## config.mk

```make
export PLATFORM = sky130hd
export DESIGN_NAME = sdram_cmd_issuer
export DESIGN_NICKNAME = d
export VERILOG_FILES = /design/src/rtl/sdram_cmd_pkg.sv /design/src/rtl/sdram_cmd_encode.sv /design/src/rtl/sdram_dqm_pipe.sv /design/src/rtl/sdram_cmd_issuer.sv
export SDC_FILE = /design/constraint.sdc
export NUM_CORES = 1
export LEC_CHECK = 0
export BUFFER_PORTS_ARGS = -buffer_cell sky130_fd_sc_hd__buf_2
export CORE_MARGIN = 2
export CORE_UTILIZATION = 40
export CTS_CLUSTER_DIAMETER = 120
export DETAILED_ROUTE_END_ITERATION = 16
export PLACE_DENSITY = 0.79
export SYNTH_ARGS = -nofsm -noshare
export SYNTH_HDL_FRONTEND = slang
export SYNTH_HIERARCHICAL = 1
export SYNTH_SLANG_ARGS = --single-unit
```

## constraint.sdc

```tcl
create_clock -name clk -period 2.2 [get_ports clk]
set_input_delay 0.33 -clock clk [delete_from_list [all_inputs] [get_ports clk]]
set_output_delay 0.33 -clock clk [all_outputs]
set_load 0.03 [all_outputs]
```

## src/rtl/sdram_cmd_pkg.sv

```systemverilog
// Shared widths, request codes and the pin bundle for the SDRAM command issuer.
// Assumes a 16-bit data bus organisation: two byte lanes, ten column bits.
package sdram_cmd_pkg;
    localparam int ADDR_W = 13;
    localparam int BANK_W = 2;
    localparam int COL_W  = 10;
    localparam int AP_BIT = 10;
    localparam int LANES  = 2;

    typedef enum logic [2:0] {
        RK_NOP     = 3'd0,
        RK_ACT     = 3'd1,
        RK_READ    = 3'd2,
        RK_WRITE   = 3'd3,
        RK_PRE     = 3'd4,
        RK_PRE_ALL = 3'd5,
        RK_LMR     = 3'd6,
        RK_RSVD    = 3'd7
    } req_kind_t;

    typedef struct packed {
        logic              cs_n;
        logic              ras_n;
        logic              cas_n;
        logic              we_n;
        logic [BANK_W-1:0] ba;
        logic [ADDR_W-1:0] addr;
    } pin_set_t;

    localparam pin_set_t PINS_DESELECT = '{cs_n: 1'b1, ras_n: 1'b1, cas_n: 1'b1,
                                           we_n: 1'b1, ba: '0, addr: '0};
    localparam pin_set_t PINS_NOP      = '{cs_n: 1'b0, ras_n: 1'b1, cas_n: 1'b1,
                                           we_n: 1'b1, ba: '0, addr: '0};
endpackage

```

## src/rtl/sdram_cmd_encode.sv

```systemverilog
// Combinational translation of one request into command strobes, bank and
// address. Assumes the column fits below the auto-precharge bit.
module sdram_cmd_encode
    import sdram_cmd_pkg::*;
#(
    parameter int ROW_W = ADDR_W,
    parameter int CW    = COL_W
) (
    input  logic [2:0]        kind,
    input  logic [BANK_W-1:0] bank,
    input  logic [ROW_W-1:0]  row,
    input  logic [CW-1:0]     col,
    input  logic              auto_pre,
    input  logic [ADDR_W-1:0] mode,
    output pin_set_t          pins
);
    // Choose strobes and lay out the address bus for the request kind.
    always_comb begin
        pins = PINS_NOP;
        case (req_kind_t'(kind))
            RK_ACT: begin
                pins.ras_n = 1'b0;
                pins.ba    = bank;
                pins.addr  = ADDR_W'(row);
            end
            RK_READ, RK_WRITE: begin
                pins.cas_n            = 1'b0;
                pins.we_n             = (req_kind_t'(kind) == RK_READ);
                pins.ba               = bank;
                pins.addr[CW-1:0]     = col;
                pins.addr[AP_BIT]     = auto_pre;
            end
            RK_PRE: begin
                pins.ras_n = 1'b0;
                pins.we_n  = 1'b0;
                pins.ba    = bank;
            end
            RK_PRE_ALL: begin
                pins.ras_n        = 1'b0;
                pins.we_n         = 1'b0;
                pins.addr[AP_BIT] = 1'b1;
            end
            RK_LMR: begin
                pins.ras_n = 1'b0;
                pins.cas_n = 1'b0;
                pins.we_n  = 1'b0;
                pins.addr  = mode;
            end
            default: pins = PINS_NOP;
        endcase
    end
endmodule

```

## src/rtl/sdram_dqm_pipe.sv

```systemverilog
// Per-lane shift pipeline giving the DQM pins delayed by DEPTH clocks, which
// marks the read beats the memory leaves in high impedance. Assumes DEPTH >= 2.
module sdram_dqm_pipe #(
    parameter int N_LANE = 2,
    parameter int DEPTH  = 2
) (
    input  logic              clk,
    input  logic              rst_n,
    input  logic [N_LANE-1:0] dqm_in,
    output logic [N_LANE-1:0] dqm_late
);
    for (genvar ln = 0; ln < N_LANE; ln++) begin : g_lane
        logic [DEPTH-1:0] stage;
        // Shift one lane's mask bit through DEPTH registers; reset to masked.
        always_ff @(posedge clk) begin
            if (!rst_n) stage <= '1;
            else        stage <= {stage[DEPTH-2:0], dqm_in[ln]};
        end
        assign dqm_late[ln] = stage[DEPTH-1];
    end

    // Cycles since reset, saturating; used only by the checks below.
    logic [1:0] age;
    always_ff @(posedge clk) begin
        if (!rst_n)          age <= '0;
        else if (age != 2'd3) age <= age + 2'd1;
    end

    if (DEPTH == 2) begin : g_chk
        a_r10_two_clock_delay: assert property (@(posedge clk) disable iff (!rst_n)
            (age >= 2'd2) |-> (dqm_late == $past(dqm_in, 2)));
    end
endmodule

```

## src/rtl/sdram_cmd_issuer.sv

```systemverilog
// Registers one SDRAM command per accepted request onto the pins, drives a
// NOP when idle, and carries the per-lane DQM plus its delayed read copy.
// Assumes the caller spaces commands to meet the memory's timing.
module sdram_cmd_issuer
    import sdram_cmd_pkg::*;
#(
    parameter int DQM_LAT = 2
) (
    input  logic              clk,
    input  logic              rst_n,
    input  logic              req_valid,
    output logic              req_ready,
    input  logic [2:0]        req_kind,
    input  logic [BANK_W-1:0] req_bank,
    input  logic [ADDR_W-1:0] req_row,
    input  logic [COL_W-1:0]  req_col,
    input  logic              req_auto_pre,
    input  logic [ADDR_W-1:0] req_mode,
    input  logic [LANES-1:0]  lane_mask,
    output logic              sd_cke,
    output logic              sd_cs_n,
    output logic              sd_ras_n,
    output logic              sd_cas_n,
    output logic              sd_we_n,
    output logic [BANK_W-1:0] sd_ba,
    output logic [ADDR_W-1:0] sd_addr,
    output logic [LANES-1:0]  sd_dqm,
    output logic [LANES-1:0]  rd_lane_off
);
    pin_set_t enc_pins;
    pin_set_t pin_q;
    logic     take;

    sdram_cmd_encode #(.ROW_W(ADDR_W), .CW(COL_W)) u_enc (
        .kind     (req_kind),
        .bank     (req_bank),
        .row      (req_row),
        .col      (req_col),
        .auto_pre (req_auto_pre),
        .mode     (req_mode),
        .pins     (enc_pins)
    );

    assign take = req_valid && req_ready;

    // Register the command pins: deselect in reset, the request when taken, else NOP.
    always_ff @(posedge clk) begin
        if (!rst_n)    pin_q <= PINS_DESELECT;
        else if (take) pin_q <= enc_pins;
        else           pin_q <= PINS_NOP;
    end

    // Register handshake, clock enable and lane mask pins.
    always_ff @(posedge clk) begin
        if (!rst_n) begin
            req_ready <= 1'b0;
            sd_cke    <= 1'b1;
            sd_dqm    <= '1;
        end else begin
            req_ready <= 1'b1;
            sd_cke    <= 1'b1;
            sd_dqm    <= lane_mask;
        end
    end

    sdram_dqm_pipe #(.N_LANE(LANES), .DEPTH(DQM_LAT)) u_dqm (
        .clk      (clk),
        .rst_n    (rst_n),
        .dqm_in   (sd_dqm),
        .dqm_late (rd_lane_off)
    );

    assign sd_cs_n  = pin_q.cs_n;
    assign sd_ras_n = pin_q.ras_n;
    assign sd_cas_n = pin_q.cas_n;
    assign sd_we_n  = pin_q.we_n;
    assign sd_ba    = pin_q.ba;
    assign sd_addr  = pin_q.addr;

    // Cycles since reset, saturating; used only by the checks below.
    logic [1:0] age;
    always_ff @(posedge clk) begin
        if (!rst_n)          age <= '0;
        else if (age != 2'd3) age <= age + 2'd1;
    end

    a_r12_cke_high: assert property (@(posedge clk) disable iff (!rst_n)
        (age != 2'd0) |-> sd_cke);
    a_r11_ready_after_reset: assert property (@(posedge clk) disable iff (!rst_n)
        (age != 2'd0) |-> req_ready);
    a_r2_idle_nop: assert property (@(posedge clk) disable iff (!rst_n)
        (age != 2'd0) && !req_valid |=> (!sd_cs_n && sd_ras_n && sd_cas_n && sd_we_n));
    a_r4_col_high_zero: assert property (@(posedge clk) disable iff (!rst_n)
        (!sd_cs_n && sd_ras_n && !sd_cas_n) |-> (sd_addr[ADDR_W-1:AP_BIT+1] == '0));
    a_r6_pre_all_bank_zero: assert property (@(posedge clk) disable iff (!rst_n)
        (!sd_cs_n && !sd_ras_n && sd_cas_n && !sd_we_n && sd_addr[AP_BIT]) |-> (sd_ba == '0));
    a_r9_dqm_follows: assert property (@(posedge clk) disable iff (!rst_n)
        (age != 2'd0) |=> (sd_dqm == $past(lane_mask)));
endmodule

```

Word level (Yosys, flattened, before mapping). Index checks and enable logic that the tools add are counted.

Eq/ne operators: 6. Multiplexer cells: 7. Reductions and logical operators: 8.

Operator list (count): $pmux 10 s3 (1); $eq 3x3->1 const B (3); $reduce_or 4->1 (2); $eq 3x2->1 const B (2); $reduce_or 3->1 (2); $pmux 1 s4 (1); $pmux 2 s2 (1); $eq 3x1->1 const B (1); $mux 1 (3); $reduce_and 3->1 (1); $pmux 1 s2 (1); $reduce_and 2->1 (1); $reduce_or 2->1 (1); $logic_and 1x1->1 (1).

Register bits after elaboration: 26. Output and inout bits: 25.

Depth between registers and ports, before layout.
Depth after elaboration: 3. Gate-level depth with buffers: 4.

Cells and area by module. The synthesis kept the hierarchy.

By module, submodules not included: sdram_cmd_issuer (instances 1, cells an instance 49, area an instance 640.6 µm², sequential area each 440.4 µm²); sdram_cmd_encode (instances 1, cells an instance 50, area an instance 437.9 µm², sequential area each 0.0 µm²); sdram_dqm_pipe (instances 1, cells an instance 10, area an instance 120.1 µm², sequential area each 80.1 µm²).

Worst setup path after synthesis. OpenSTA, ideal clock, no wires.

Path kind: input to register. Start point: input port req_kind[1]. End point: register pin_q, in the netlist sd_addr[0]. Setup time: 113 ps. Arrival time: 1043 ps. Required time: 2087 ps. Slack: 1044 ps. Stages on the path: 4. Path through: nor2b_1 -> buf_4 -> a221o_1 -> and2_4.

RTL lines: from (decl) (line sdram_cmd_issuer.sv:13) `input logic [2:0] req_kind,`; to (signal assigned) (line sdram_cmd_issuer.sv:49) `else if (take) pin_q <= enc_pins;`; to (decl) (line sdram_cmd_issuer.sv:31) `pin_set_t pin_q;`.

==> impl_results.md <==
- Most frequent standard cell in the layout excluding fill and tap cells: sky130_fd_sc_hd__buf_2
- Clock input transition at the sequential cells of the worst setup and hold paths: 0.13 ns
- Post-synthesis share of cell area spent on xor and xnor gates: 0.731%
- Number of antenna diodes: 0
- Classification of the worst setup path: in2reg
- Path depth of the worst reg2reg path: 2
- Floorplan core area: 2810 um2
- Most used cells in the layout excluding fill and tap cells: sky130_fd_sc_hd__buf_2, sky130_fd_sc_hd__dfxtp_1, sky130_fd_sc_hd__and2_4, sky130_fd_sc_hd__and4bb_1, sky130_fd_sc_hd__a221o_1
- Number of H-tree levels: 1
- Number of synthesis warnings: 6
- Capture point of the worst path: sd_addr[2]
- Share of the synthesized area in compound gates (AO/OA/AOI/OAI): 11.1%
- Buffers inserted during post-CTS setup optimization: 0
- Share of the cycle needed by the critical path after routing: 57.0%
- Cell at the root of the clock tree: sky130_fd_sc_hd__clkbuf_4
- Library cells used by synthesis: 28
- FF-to-FF Start: req_ready
- Height of the chip: 58.7 um
- Endpoints failing setup: 0
- Leakage power total: 0.768 nW
- Layout cells sized above 1: 50.3%
- Total count of hold-check failures in the final report: 0
- Top Ports: 72
- Setup total negative slack: 0 ns
- Run status: finished with violations
- Clock latency of the later-clocked register in the worst-skew pair: 0.31 ns
- Post-Syn Nets: 156
- Number of antenna violations at the first check in global routing: 0
- Mapped cell area: 1200 um2
- Initial core utilization: 42.7%
- Delay of the slowest cell on the worst path: 0.54 ns
- Routed WL per cell: 12.0 um
- Hold_buf cts: 0
- Largest voltage drop on the vdd net: 0.355 mV
- Number of buffer cells added on primary ports: 70
- TritonCTS clock tree: yes
- Largest family of logic cells by synthesized area: simple AND/OR/NAND/NOR gates
- Half-perimeter wire length of the detailed placement result: 2.00 mm
- Post-synthesis cell count: 109
- Antenna-violating nets left: 0
- Number of cells in the finished layout apart from fillers: 200
- Placed cell count: 196
- Number of buffers inserted during clock tree synthesis: 3
- Normalized max-slew margin: 61.0%
- Multiplexer fraction of the synthesized cell area: 0%
- Pwr/cell area: 625 nW/um2
- Start point of the worst min-delay path: lane_mask[0]
- Core Util, Final: 54.4%
- Setup slack on the worst flop-to-flop path: 1.06 ns
- R2r endpoint: sd_addr[8]
- Routed vias: 982
- Highest clock frequency the design can meet: 0.797 GHz
- Overall overflow remaining after global route: 0
- Cts repair resizes: 0
- Crit-path slowest cell: sky130_fd_sc_hd__nor2b_1
- Sort of element at the start of the critical path: input pin
- Max Slew Vio Count: 0
- WP data required: 2.47 ns
- Detailed Route WL: 2.41 mm
- Remaining design rule violation count: 4
- Signed area change from the synthesized netlist to the final layout: 27.2%
- Post-synthesis adder-cell area fraction: 0%
- DIE WIDTH: 58.7 um
- Final RePlAce weighted congestion: 0.798
- Unrepaired setup endpoints after global routing: no
- Number of global-route vias before repair: 914
- Share of the yosys chip area belonging to registers: 43.4%
- Critical-path cell list: buf_2 -> nor2b_1 -> a221o_1 -> and2_4
- Largest fanout on the critical path: 22
- Number of violations reported at the end of detailed-routing iteration 0: 23
- Final Net Count: 217
- Number of synthesized register bits: 26
- Launch point of the critical path: req_kind[1]
- Buffer depth of the longest clock path: 2
- Max cap viols: 0
- Class of the worst hold path: in2reg
- Drt pass-1 iters: 10
- Critical path arrival: 1.52 ns
- Violated checks: DRC
- Pin count of the biggest net entering global routing: 23
- First-pass GRT wire length: 3.68 mm
- Number of core rows: 19
- Type of element capturing the critical path: register
- Tmin final: 1.25 ns
- Worst Skew: 0.00565 ns
- Die Footprint: 3450 um2
- Global-route usage over all layers: 13.8%
- Tightest Pin Transition: 0.584 ns
- Clock net sink count: 26
- Via-per-instance ratio: 4.91
- Post-synthesis average cell area: 11.0 um2
- Simple-gate share of the synthesized area: 34.6%
[stage by stage]
stage / area [um2] / hold slack, ns / worst slack, ns / power [mW]
after global placement: 1470 / 0.390 / 0.675 / 0.645
after detailed placement: 1470 / 0.397 / 0.622 / 0.649
after floorplan: 1200 / 0.358 / 1.04 / 0.602
final: 1530 / 0.190 / 0.946 / 0.953
after CTS: 1530 / 0.186 / 0.961 / 0.964
after global routing: 1530 / 0.191 / 0.752 / 0.996
[Yosys cell counts]
| library cell | count | share of area, % |
|---|---|---|
| sky130_fd_sc_hd__dfxtp_1 | 26 | 43 |
| sky130_fd_sc_hd__a221o_1 | 10 | 8.4 |
| sky130_fd_sc_hd__and2_4 | 10 | 7.3 |
| sky130_fd_sc_hd__and4bb_1 | 10 | 10 |
| sky130_fd_sc_hd__nand2b_1 | 8 | 4.2 |
| sky130_fd_sc_hd__and2_1 | 5 | 2.6 |
| sky130_fd_sc_hd__buf_4 | 5 | 3.1 |
| sky130_fd_sc_hd__buf_6 | 4 | 3.8 |
| sky130_fd_sc_hd__nand2_1 | 4 | 1.3 |
| sky130_fd_sc_hd__buf_2 | 3 | 1.3 |
| sky130_fd_sc_hd__nand3b_1 | 3 | 1.9 |
| sky130_fd_sc_hd__nor3b_1 | 3 | 1.9 |
| sky130_fd_sc_hd__conb_1 | 2 | 0.63 |
| sky130_fd_sc_hd__nor2b_1 | 2 | 1.0 |
| sky130_fd_sc_hd__a22o_2 | 1 | 0.84 |
| sky130_fd_sc_hd__a32o_1 | 1 | 0.84 |
| sky130_fd_sc_hd__and3_1 | 1 | 0.52 |
| sky130_fd_sc_hd__and3b_1 | 1 | 0.73 |
| sky130_fd_sc_hd__clkbuf_1 | 1 | 0.31 |
| sky130_fd_sc_hd__clkbuf_8 | 1 | 1.1 |
| sky130_fd_sc_hd__nand3_1 | 1 | 0.42 |
| sky130_fd_sc_hd__nand4_1 | 1 | 0.52 |
| sky130_fd_sc_hd__nand4b_1 | 1 | 0.73 |
| sky130_fd_sc_hd__nor3_1 | 1 | 0.42 |
| sky130_fd_sc_hd__o21a_1 | 1 | 0.63 |
| sky130_fd_sc_hd__o21ai_0 | 1 | 0.42 |
| sky130_fd_sc_hd__or2b_1 | 1 | 0.63 |
| sky130_fd_sc_hd__xor2_1 | 1 | 0.73 |
[flip-flops by register name, indices dropped and copies added (netlist names)]
name and cells:
sd_we_n 1, u_dqm/g_lane.stage 4, sd_cs_n 1, sd_ba 2, req_ready 1, sd_ras_n 1
sd_cas_n 1, sd_addr 13, sd_dqm 2
[final cells by class]
type / instances / area (um2)
Multi-Input combinational cell: 69 / 563
Tap cell: 31 / 38.8
Timing Repair Buffer: 70 / 350
Fill cell: 260 / 1280
Clock inverter: 1 / 30.0
Clock buffer: 3 / 22.5
Sequential cell: 26 / 520
[worst min path at each step]
stage	to	depth (start not counted)
floorplan	req_ready	0
global placement	u_dqm/g_lane[0].stage[1]	1
detailed placement	u_dqm/g_lane[1].stage[1]	1
CTS	sd_dqm[0]	2
global route	sd_dqm[0]	2
finish	sd_dqm[0]	2
[per-layer routing]
metal	global-route usage, %	wire (um)	vias to the layer above
met5	0	0	-
met4	5.84	27	0
met3	2.64	234	2
met2	24.4	1170	53
met1	16.2	968	425
li1	-	-	502
[power breakdown]
group	total (mW)	leakage [nW]	switching, mW	internal [mW]
registers	0.488	0.212	0.00348	0.484
clock network	0.315	0.0279	0.131	0.184
logic	0.150	0.527	0.0767	0.0736
total	0.953	0.768	0.211	0.742
[worst max-delay path, delay by kind of cell]
kind | cells | cell delay, ns
and+or+nand+nor | 2 | 0.67
AOI/OAI and AO/OA | 1 | 0.25
buffers and inverters | 1 | 0.27
[cells by family after synthesis]
kind of cell | after synthesis
and+or+nand+nor | 52
xor gates and xnor gates | 1
other | 2
buffers and inverters | 14
AOI/OAI and AO/OA | 14
DFF | 26
No activity file was read; power rests on OpenSTA's default activity.
